[src/rtl/vpci_cfg_pkg.sv]
package vpci_cfg_pkg;

    localparam int unsigned CMD_MEM_BIT    = 1;
    localparam int unsigned CMD_MASTER_BIT = 2;
    localparam int unsigned MSIX_EN_BIT    = 31;
    localparam int unsigned MSIX_FM_BIT    = 30;
    localparam int unsigned BAR_DWORDS     = 6;

    typedef struct packed {
        logic                        cmd_master;
        logic                        cmd_mem;
        logic                        msix_en;
        logic                        msix_fm;
        logic [BAR_DWORDS-1:0][31:0] bar_row;
        logic [63:0]                 shm_base;
        logic [63:0]                 shm_size;
        logic [31:0]                 rdata;
        logic                        rsp_reject;
        logic                        ctrl_chg;
    } cfg_state_t;

endpackage

[src/rtl/vpci_lane_merge.sv]
module vpci_lane_merge #(
    parameter int unsigned DW = 32
) (
    input  logic [DW-1:0] row_i,
    input  logic [DW-1:0] wdata_i,
    input  logic [2:0]    size_i,
    input  logic [1:0]    ofs_i,
    output logic [DW-1:0] row_o
);
    logic [DW-1:0] lane_mask;
    logic [DW-1:0] mask_sh;
    logic [DW-1:0] data_sh;

    always_comb begin
        case (size_i)
            3'd1:    lane_mask = DW'(8'hFF);
            3'd2:    lane_mask = DW'(16'hFFFF);
            default: lane_mask = '1;
        endcase
        mask_sh = lane_mask << {ofs_i, 3'b000};
        data_sh = (wdata_i & lane_mask) << {ofs_i, 3'b000};
        row_o   = (row_i & ~mask_sh) | (data_sh & mask_sh);
    end
endmodule

[src/rtl/vpci_read_align.sv]
module vpci_read_align #(
    parameter int unsigned DW = 32
) (
    input  logic [DW-1:0] row_i,
    input  logic [2:0]    size_i,
    input  logic [1:0]    ofs_i,
    output logic [DW-1:0] data_o
);
    logic [DW-1:0] lane_mask;

    always_comb begin
        case (size_i)
            3'd1:    lane_mask = DW'(8'hFF);
            3'd2:    lane_mask = DW'(16'hFFFF);
            default: lane_mask = '1;
        endcase
        data_o = (row_i >> {ofs_i, 3'b000}) & lane_mask;
    end
endmodule

[src/rtl/vpci_bar_filter.sv]
module vpci_bar_filter #(
    parameter longint unsigned BYTES = 256,
    parameter logic [3:0]      FLAGS = 4'h4
) (
    input  logic [31:0] val_i,
    input  logic        is_hi_i,
    output logic [31:0] val_o
);
    localparam logic [63:0] KEEP = ~(64'(BYTES) - 64'd1);

    always_comb begin
        if (is_hi_i)
            val_o = val_i & KEEP[63:32];
        else
            val_o = (val_i & KEEP[31:0] & ~32'hF) | {28'h0, FLAGS};
    end
endmodule

[src/rtl/vpci_cfg_space.sv]
module vpci_cfg_space
    import vpci_cfg_pkg::*;
#(
    parameter logic [15:0]     VENDOR_ID  = 16'h1AF4,
    parameter logic [15:0]     DEVICE_ID  = 16'h1110,
    parameter logic [7:0]      CLASS_CODE = 8'h05,
    parameter logic [7:0]      CAP_OFS    = 8'h50,
    parameter int unsigned     CFG_BYTES  = 92,
    parameter longint unsigned BAR0_BYTES = 256,
    parameter longint unsigned BAR2_BYTES = 16,
    parameter logic [7:0]      PBA_OFS    = 8'h10
) (
    input  logic        clk,
    input  logic        rst_n,
    input  logic        req,
    input  logic        we,
    input  logic [7:0]  addr,
    input  logic [2:0]  size,
    input  logic [31:0] wdata,
    input  logic [63:0] shm_base_in,
    input  logic [63:0] shm_size_in,
    output logic [31:0] rdata,
    output logic        reject,
    output logic        ctrl_changed,
    output logic        cmd_master,
    output logic        cmd_mem,
    output logic        msix_en,
    output logic        msix_fm,
    output logic [63:0] bar0_base,
    output logic [63:0] bar2_base
);
    localparam logic [5:0] ROW_ID     = 6'd0;
    localparam logic [5:0] ROW_CMD    = 6'd1;
    localparam logic [5:0] ROW_CLASS  = 6'd2;
    localparam logic [5:0] BAR_LO_ROW = 6'd4;
    localparam logic [5:0] BAR_HI_ROW = BAR_LO_ROW + 6'(BAR_DWORDS) - 6'd1;
    localparam logic [5:0] ROW_SUBSYS = 6'd11;
    localparam logic [5:0] ROW_CAPPTR = 6'd13;
    localparam logic [5:0] ROW_SHM    = 6'd16;
    localparam logic [5:0] ROW_CAP    = 6'(CAP_OFS >> 2);
    localparam logic [31:0] ID_WORD   = {DEVICE_ID, VENDOR_ID};
    localparam logic [31:0] TBL_WORD  = 32'h4;
    localparam logic [31:0] PBA_WORD  = {24'h0, PBA_OFS} | 32'h4;
    localparam int unsigned NUM_BARS  = BAR_DWORDS / 2;

    cfg_state_t cur_q, nxt_d, rst_d;

    logic [5:0]  row_idx;
    logic [1:0]  eff_ofs;
    logic [8:0]  acc_end;
    logic        acc_bad;
    logic [31:0] row_rd;
    logic [31:0] row_merged;
    logic [31:0] rd_aligned;
    logic [2:0]  bar_slot;
    logic [31:0] bar_filt [NUM_BARS];

    assign row_idx = addr[7:2];
    assign eff_ofs = (size == 3'd4) ? 2'd0 : addr[1:0];
    assign acc_end = {1'b0, addr} + {6'b0, size};
    assign acc_bad = !(size == 3'd1 || size == 3'd2 || size == 3'd4)
                     || (acc_end > 9'(CFG_BYTES));
    assign bar_slot = 3'(row_idx - BAR_LO_ROW);

    always_comb begin
        row_rd = '0;
        if (row_idx >= BAR_LO_ROW && row_idx <= BAR_HI_ROW) begin
            row_rd = cur_q.bar_row[bar_slot];
        end else begin
            case (row_idx)
                ROW_ID, ROW_SUBSYS: row_rd = ID_WORD;
                ROW_CMD:    row_rd = {16'h0010, 13'h0, cur_q.cmd_master, cur_q.cmd_mem, 1'b0};
                ROW_CLASS:  row_rd = {CLASS_CODE, 24'h0};
                ROW_CAPPTR: row_rd = {24'h0, CAP_OFS};
                ROW_SHM:          row_rd = cur_q.shm_base[31:0];
                ROW_SHM + 6'd1:   row_rd = cur_q.shm_base[63:32];
                ROW_SHM + 6'd2:   row_rd = cur_q.shm_size[31:0];
                ROW_SHM + 6'd3:   row_rd = cur_q.shm_size[63:32];
                ROW_CAP:          row_rd = {cur_q.msix_en, cur_q.msix_fm, 14'h0, 8'h00, 8'h11};
                ROW_CAP + 6'd1:   row_rd = TBL_WORD;
                ROW_CAP + 6'd2:   row_rd = PBA_WORD;
                default:          row_rd = '0;
            endcase
        end
    end

    vpci_lane_merge #(.DW(32)) u_merge (
        .row_i   (row_rd),
        .wdata_i (wdata),
        .size_i  (size),
        .ofs_i   (eff_ofs),
        .row_o   (row_merged)
    );

    vpci_read_align #(.DW(32)) u_align (
        .row_i  (row_rd),
        .size_i (size),
        .ofs_i  (eff_ofs),
        .data_o (rd_aligned)
    );

    for (genvar g = 0; g < NUM_BARS; g++) begin : g_bar
        localparam longint unsigned SZ = (g == 0) ? BAR0_BYTES :
                                         (g == NUM_BARS - 1) ? BAR2_BYTES : 64'd0;
        localparam logic [3:0] FL = (SZ == 0) ? 4'h0 : 4'h4;
        vpci_bar_filter #(.BYTES(SZ), .FLAGS(FL)) u_filt (
            .val_i   (row_merged),
            .is_hi_i (row_idx[0]),
            .val_o   (bar_filt[g])
        );
    end

    always_comb begin
        rst_d            = '0;
        rst_d.msix_en    = 1'b1;
        rst_d.msix_fm    = 1'b1;
        rst_d.shm_base   = shm_base_in;
        rst_d.shm_size   = shm_size_in;
    end

    always_comb begin
        nxt_d            = cur_q;
        nxt_d.rdata      = '0;
        nxt_d.rsp_reject = 1'b0;
        if (req) begin
            if (acc_bad) begin
                nxt_d.rsp_reject = 1'b1;
                nxt_d.rdata      = we ? '0 : '1;
            end else if (!we) begin
                nxt_d.rdata = rd_aligned;
            end else begin
                if (row_idx == ROW_CMD) begin
                    nxt_d.cmd_mem    = row_merged[CMD_MEM_BIT];
                    nxt_d.cmd_master = row_merged[CMD_MASTER_BIT];
                end
                if (row_idx >= BAR_LO_ROW && row_idx <= BAR_HI_ROW)
                    nxt_d.bar_row[bar_slot] = bar_filt[bar_slot[2:1]];
                if (row_idx == ROW_CAP) begin
                    nxt_d.msix_en = row_merged[MSIX_EN_BIT];
                    nxt_d.msix_fm = row_merged[MSIX_FM_BIT];
                end
            end
        end
        nxt_d.ctrl_chg = (nxt_d.cmd_master != cur_q.cmd_master)
                       | (nxt_d.msix_en != cur_q.msix_en)
                       | (nxt_d.msix_fm != cur_q.msix_fm);
    end

    always_ff @(posedge clk) begin
        if (!rst_n) cur_q <= rst_d;
        else        cur_q <= nxt_d;
    end

    assign rdata        = cur_q.rdata;
    assign reject       = cur_q.rsp_reject;
    assign ctrl_changed = cur_q.ctrl_chg;
    assign cmd_master   = cur_q.cmd_master;
    assign cmd_mem      = cur_q.cmd_mem;
    assign msix_en      = cur_q.msix_en;
    assign msix_fm      = cur_q.msix_fm;
    assign bar0_base    = {cur_q.bar_row[1], cur_q.bar_row[0][31:4], 4'h0};
    assign bar2_base    = {cur_q.bar_row[BAR_DWORDS-1], cur_q.bar_row[BAR_DWORDS-2][31:4], 4'h0};
endmodule

[config.mk]
export PLATFORM = sky130hd
export DESIGN_NAME = vpci_cfg_space
export DESIGN_NICKNAME = d
export VERILOG_FILES = /design/src/rtl/vpci_cfg_pkg.sv /design/src/rtl/vpci_lane_merge.sv /design/src/rtl/vpci_read_align.sv /design/src/rtl/vpci_bar_filter.sv /design/src/rtl/vpci_cfg_space.sv
export SDC_FILE = /design/constraint.sdc
export NUM_CORES = 1
export LEC_CHECK = 0
export BUFFER_PORTS_ARGS = -buffer_cell sky130_fd_sc_hd__clkbuf_2
export CORE_MARGIN = 2
export CORE_UTILIZATION = 40
export DETAILED_ROUTE_END_ITERATION = 6
export GPL_TIMING_DRIVEN = 0
export PLACE_DENSITY = 0.59
export SLEW_MARGIN = 20
export SYNTH_ARGS = -nofsm -noshare
export SYNTH_HDL_FRONTEND = slang
export SYNTH_SLANG_ARGS = --single-unit
[constraint.sdc]
create_clock -name clk -period 5.15 [get_ports clk]
set_input_delay 0.2575 -clock clk [delete_from_list [all_inputs] [get_ports clk]]
set_output_delay 0.2575 -clock clk [all_outputs]
set_load 0.02 [all_outputs]
==> impl_metrics.yaml <==
status:
  status: "finished, final reports clean"
critical_path:
  cp.arrival_ns: 3.99
  crit_chain: "clkbuf_2 -> buf_2 -> buf_1 -> mux4_2 -> nand2_1 -> o21ai_0 -> a211oi_1 -> o221ai_1 -> a22o_1"
  critical_path.top_delay_family: "compound AO/OA/AOI/OAI gates"
  crit_type: "in2reg"
  slowest_stage: "buf_1"
  critPathBufInv: 3
  worst-path-max-fanout: 10
  critPathMaxStageDelay_ns: 0.81
  start_kind: "input pin"
  crit_required_ns: 5.60
  cp-end-kind: "flop"
logic_synthesis:
  postSynth.asyncResetShare: 0
  ys_seq_area_frac: 0.5135
  ys_types: 77
  synth.cell_area_um2: 16450
  synth_edf_count: 128
  synth_area_per_cell_um2: 10.49
  ys_warn_count: 0
  synthCells: 1569
  synthFlopType: "dfxtp_1"
  synth-seq-cells: 358
pwr:
  power.total_uw: 6614
  pwr_density_cell_nw_per_um2: 308.0
  p_leak_uw: 0.009057
  ir_worst_vdd_v: 0.0003113
global_route:
  grt_max_degree: 52
  grt_first_pass_wirelength_mm: 95.21
  gr-total-overflow: 0
  grt_pass1_vias: 14510
  antenna_found_initial: 4
  track_usage: 0.3118
finish:
  final_cell_mix: "clkbuf_2 (334), dfxtp_1 (230), buf_4 (167), nand2_1 (167)"
  fin_area_um2: 21470
  layout-drive-gt1-share: 0.3155
  final_nets: 2260
  final_common_cell: "clkbuf_2"
  fillers: 3641
  area_growth_pct: 30.51
timing:
  fin_ws_ns: 1.618
  slew_headroom: 0.2019
  maxSlewViolCount: 0
  min_period_ns: 3.532
  fin_skew_ns: 0.02668
  rsz0062_at_grt: "no"
  fin_crit_sh: 0.6859
  setup-violations-final: 0
  whs_ns: 0.08531
  fmax_mhz: 283.1
  hold_viol_final: 0
  worst_slew_pin_slew_ns: 1.193
place:
  pre_cts_ws_ns: 1.068
  io_buffers: 331
  gp_congestion: 0.9850
  hpwl_mm: 51.24
  placed_area_um2: 18890
detailed_routing:
  ant_nets: 0
  drtPass1Iterations: 5
  drtIter0Drc: 1235
  drc: 0
  wl_per_cell_um: 25.62
  num_vias: 14608
  routed_via_density: 5.515
  drt-total-wl_mm: 67.88
clock_tree:
  cts_buffer_depth: 3
  insertion_delay_ns: 0.57
  cts.reportedPaths.clkPinSlew_ns: 0.06
  cts_resized: 0
  clkSinkCount: 358
  numCtsBuffers: 39
  cts_tree: "done"
  cts_root_buf: "clkbuf_16"
  htreeDepth: 2
floorplanning:
  initial_core_util: 0.4039
  coreArea_um2: 40740
  die_w_um: 206.8
  io_pins: 341
  die-area_um2: 42770
  die_y_um: 206.8
  row_count: 74
min_path:
  hold_class: "in2reg"
flow_run:
  max-cap-violations: 0
worst paths after layout:
path	startpoint	end	slack [ns]	depth (start not counted)
worst max-delay path	addr[3]	flop	1.62	9
worst min-delay path	req	rdata[19]$_SDFF_PN0_	0.09	3
worst max register to register	flop	ctrl_changed$_SDFF_PN0_	2.18	8
worst min register to register	flop	flop	0.45	1
kinds of logic (layout without fill, tap and decap cells):
family	count (synthesis)	after routing	share of synthesized area
simple gates	437	437	0.1287
compound gates	390	390	0.1586
flops	358	358	0.5135
buf+inv	272	807	0.1033
mux	100	100	0.08844
xor+xnor	6	6	0.003194
fa+ha+maj	5	5	0.004107
other cells	1	14	0.0002279
metrics by stage:
| stage | instances | setup TNS, ns | util |
|---|---|---|---|
| finish | 2649 | 0 | 0.5271 |
| global route | 2646 | 0 | 0.5269 |
| CTS | 2641 | 0 | 0.5265 |
| detailed placement | 2442 | 0 | 0.4636 |
| global placement | 2439 | -232.04 | 0.4615 |
| floorplan | 1576 | 0 | - |
where the power goes:
part           switching (uW)  internal, uW
sequential               28.3          3030
clock                    1180          1640
combinational             455           274
Yosys cell counts, types with 15 or more instances:
library cell  instances  share of area
and2_1               80          0.030
a22oi_1              27          0.012
nand3_1              45          0.014
a22o_1               42          0.022
edfxtp_1            128           0.23
a21oi_1             106          0.032
nand2_1             167          0.038
nor2_1               74          0.017
mux4_2               35          0.048
clkbuf_1             62          0.014
buf_4               167          0.076
dfxtp_1             230           0.28
o22ai_1              28          0.011
o21ai_0              76          0.023
mux2i_1              52          0.032
a211oi_1             15         0.0068
and3_1               18         0.0068
buf_2                23         0.0070
worst register-to-register path, stage by stage, from the launching register on:
cell and delay, ns:
dfxtp_1 0.36, mux4_2 0.49, o2bb2ai_1 0.14, a222oi_1 0.50
clkbuf_2 0.28, o221a_2 0.37, xnor2_1 0.16, nor2_1 0.06
o32ai_1 0.46
layout make-up:
class,instances,area (um^2),share of cell area
Antenna cell,6,15.01,0.0006992
Buffer,265,1677,0.07808
Clock buffer,52,1087,0.05063
Clock inverter,19,192.7,0.008973
Inverter,7,26.28,0.001224
Multi-Input combinational cell,946,6346,0.2955
Sequential cell,358,8448,0.3934
Tap cell,532,665.6,0.03100
Timing Repair Buffer,464,3015,0.1404
metal layers:
metal | up-vias | GRT usage | wire [um] | part of all wire
li1 | 6572 | - | - | -
met1 | 7164 | 0.4158 | 28200 | 0.42
met2 | 745 | 0.5022 | 31810 | 0.47
met3 | 125 | 0.05102 | 5290 | 0.078
met4 | 2 | 0.1355 | 2567 | 0.038
met5 | - | 0 | 11 | 0.00016
repair_timing:
item / 4_1_cts / 5_1_grt
setup endpoints to repair: 0 / 0
hold buffers: 128 / 0
hold endpoints to repair: 128 / 0
buffers inserted: 0 / 0
No activity file was read; power rests on OpenSTA's default activity.
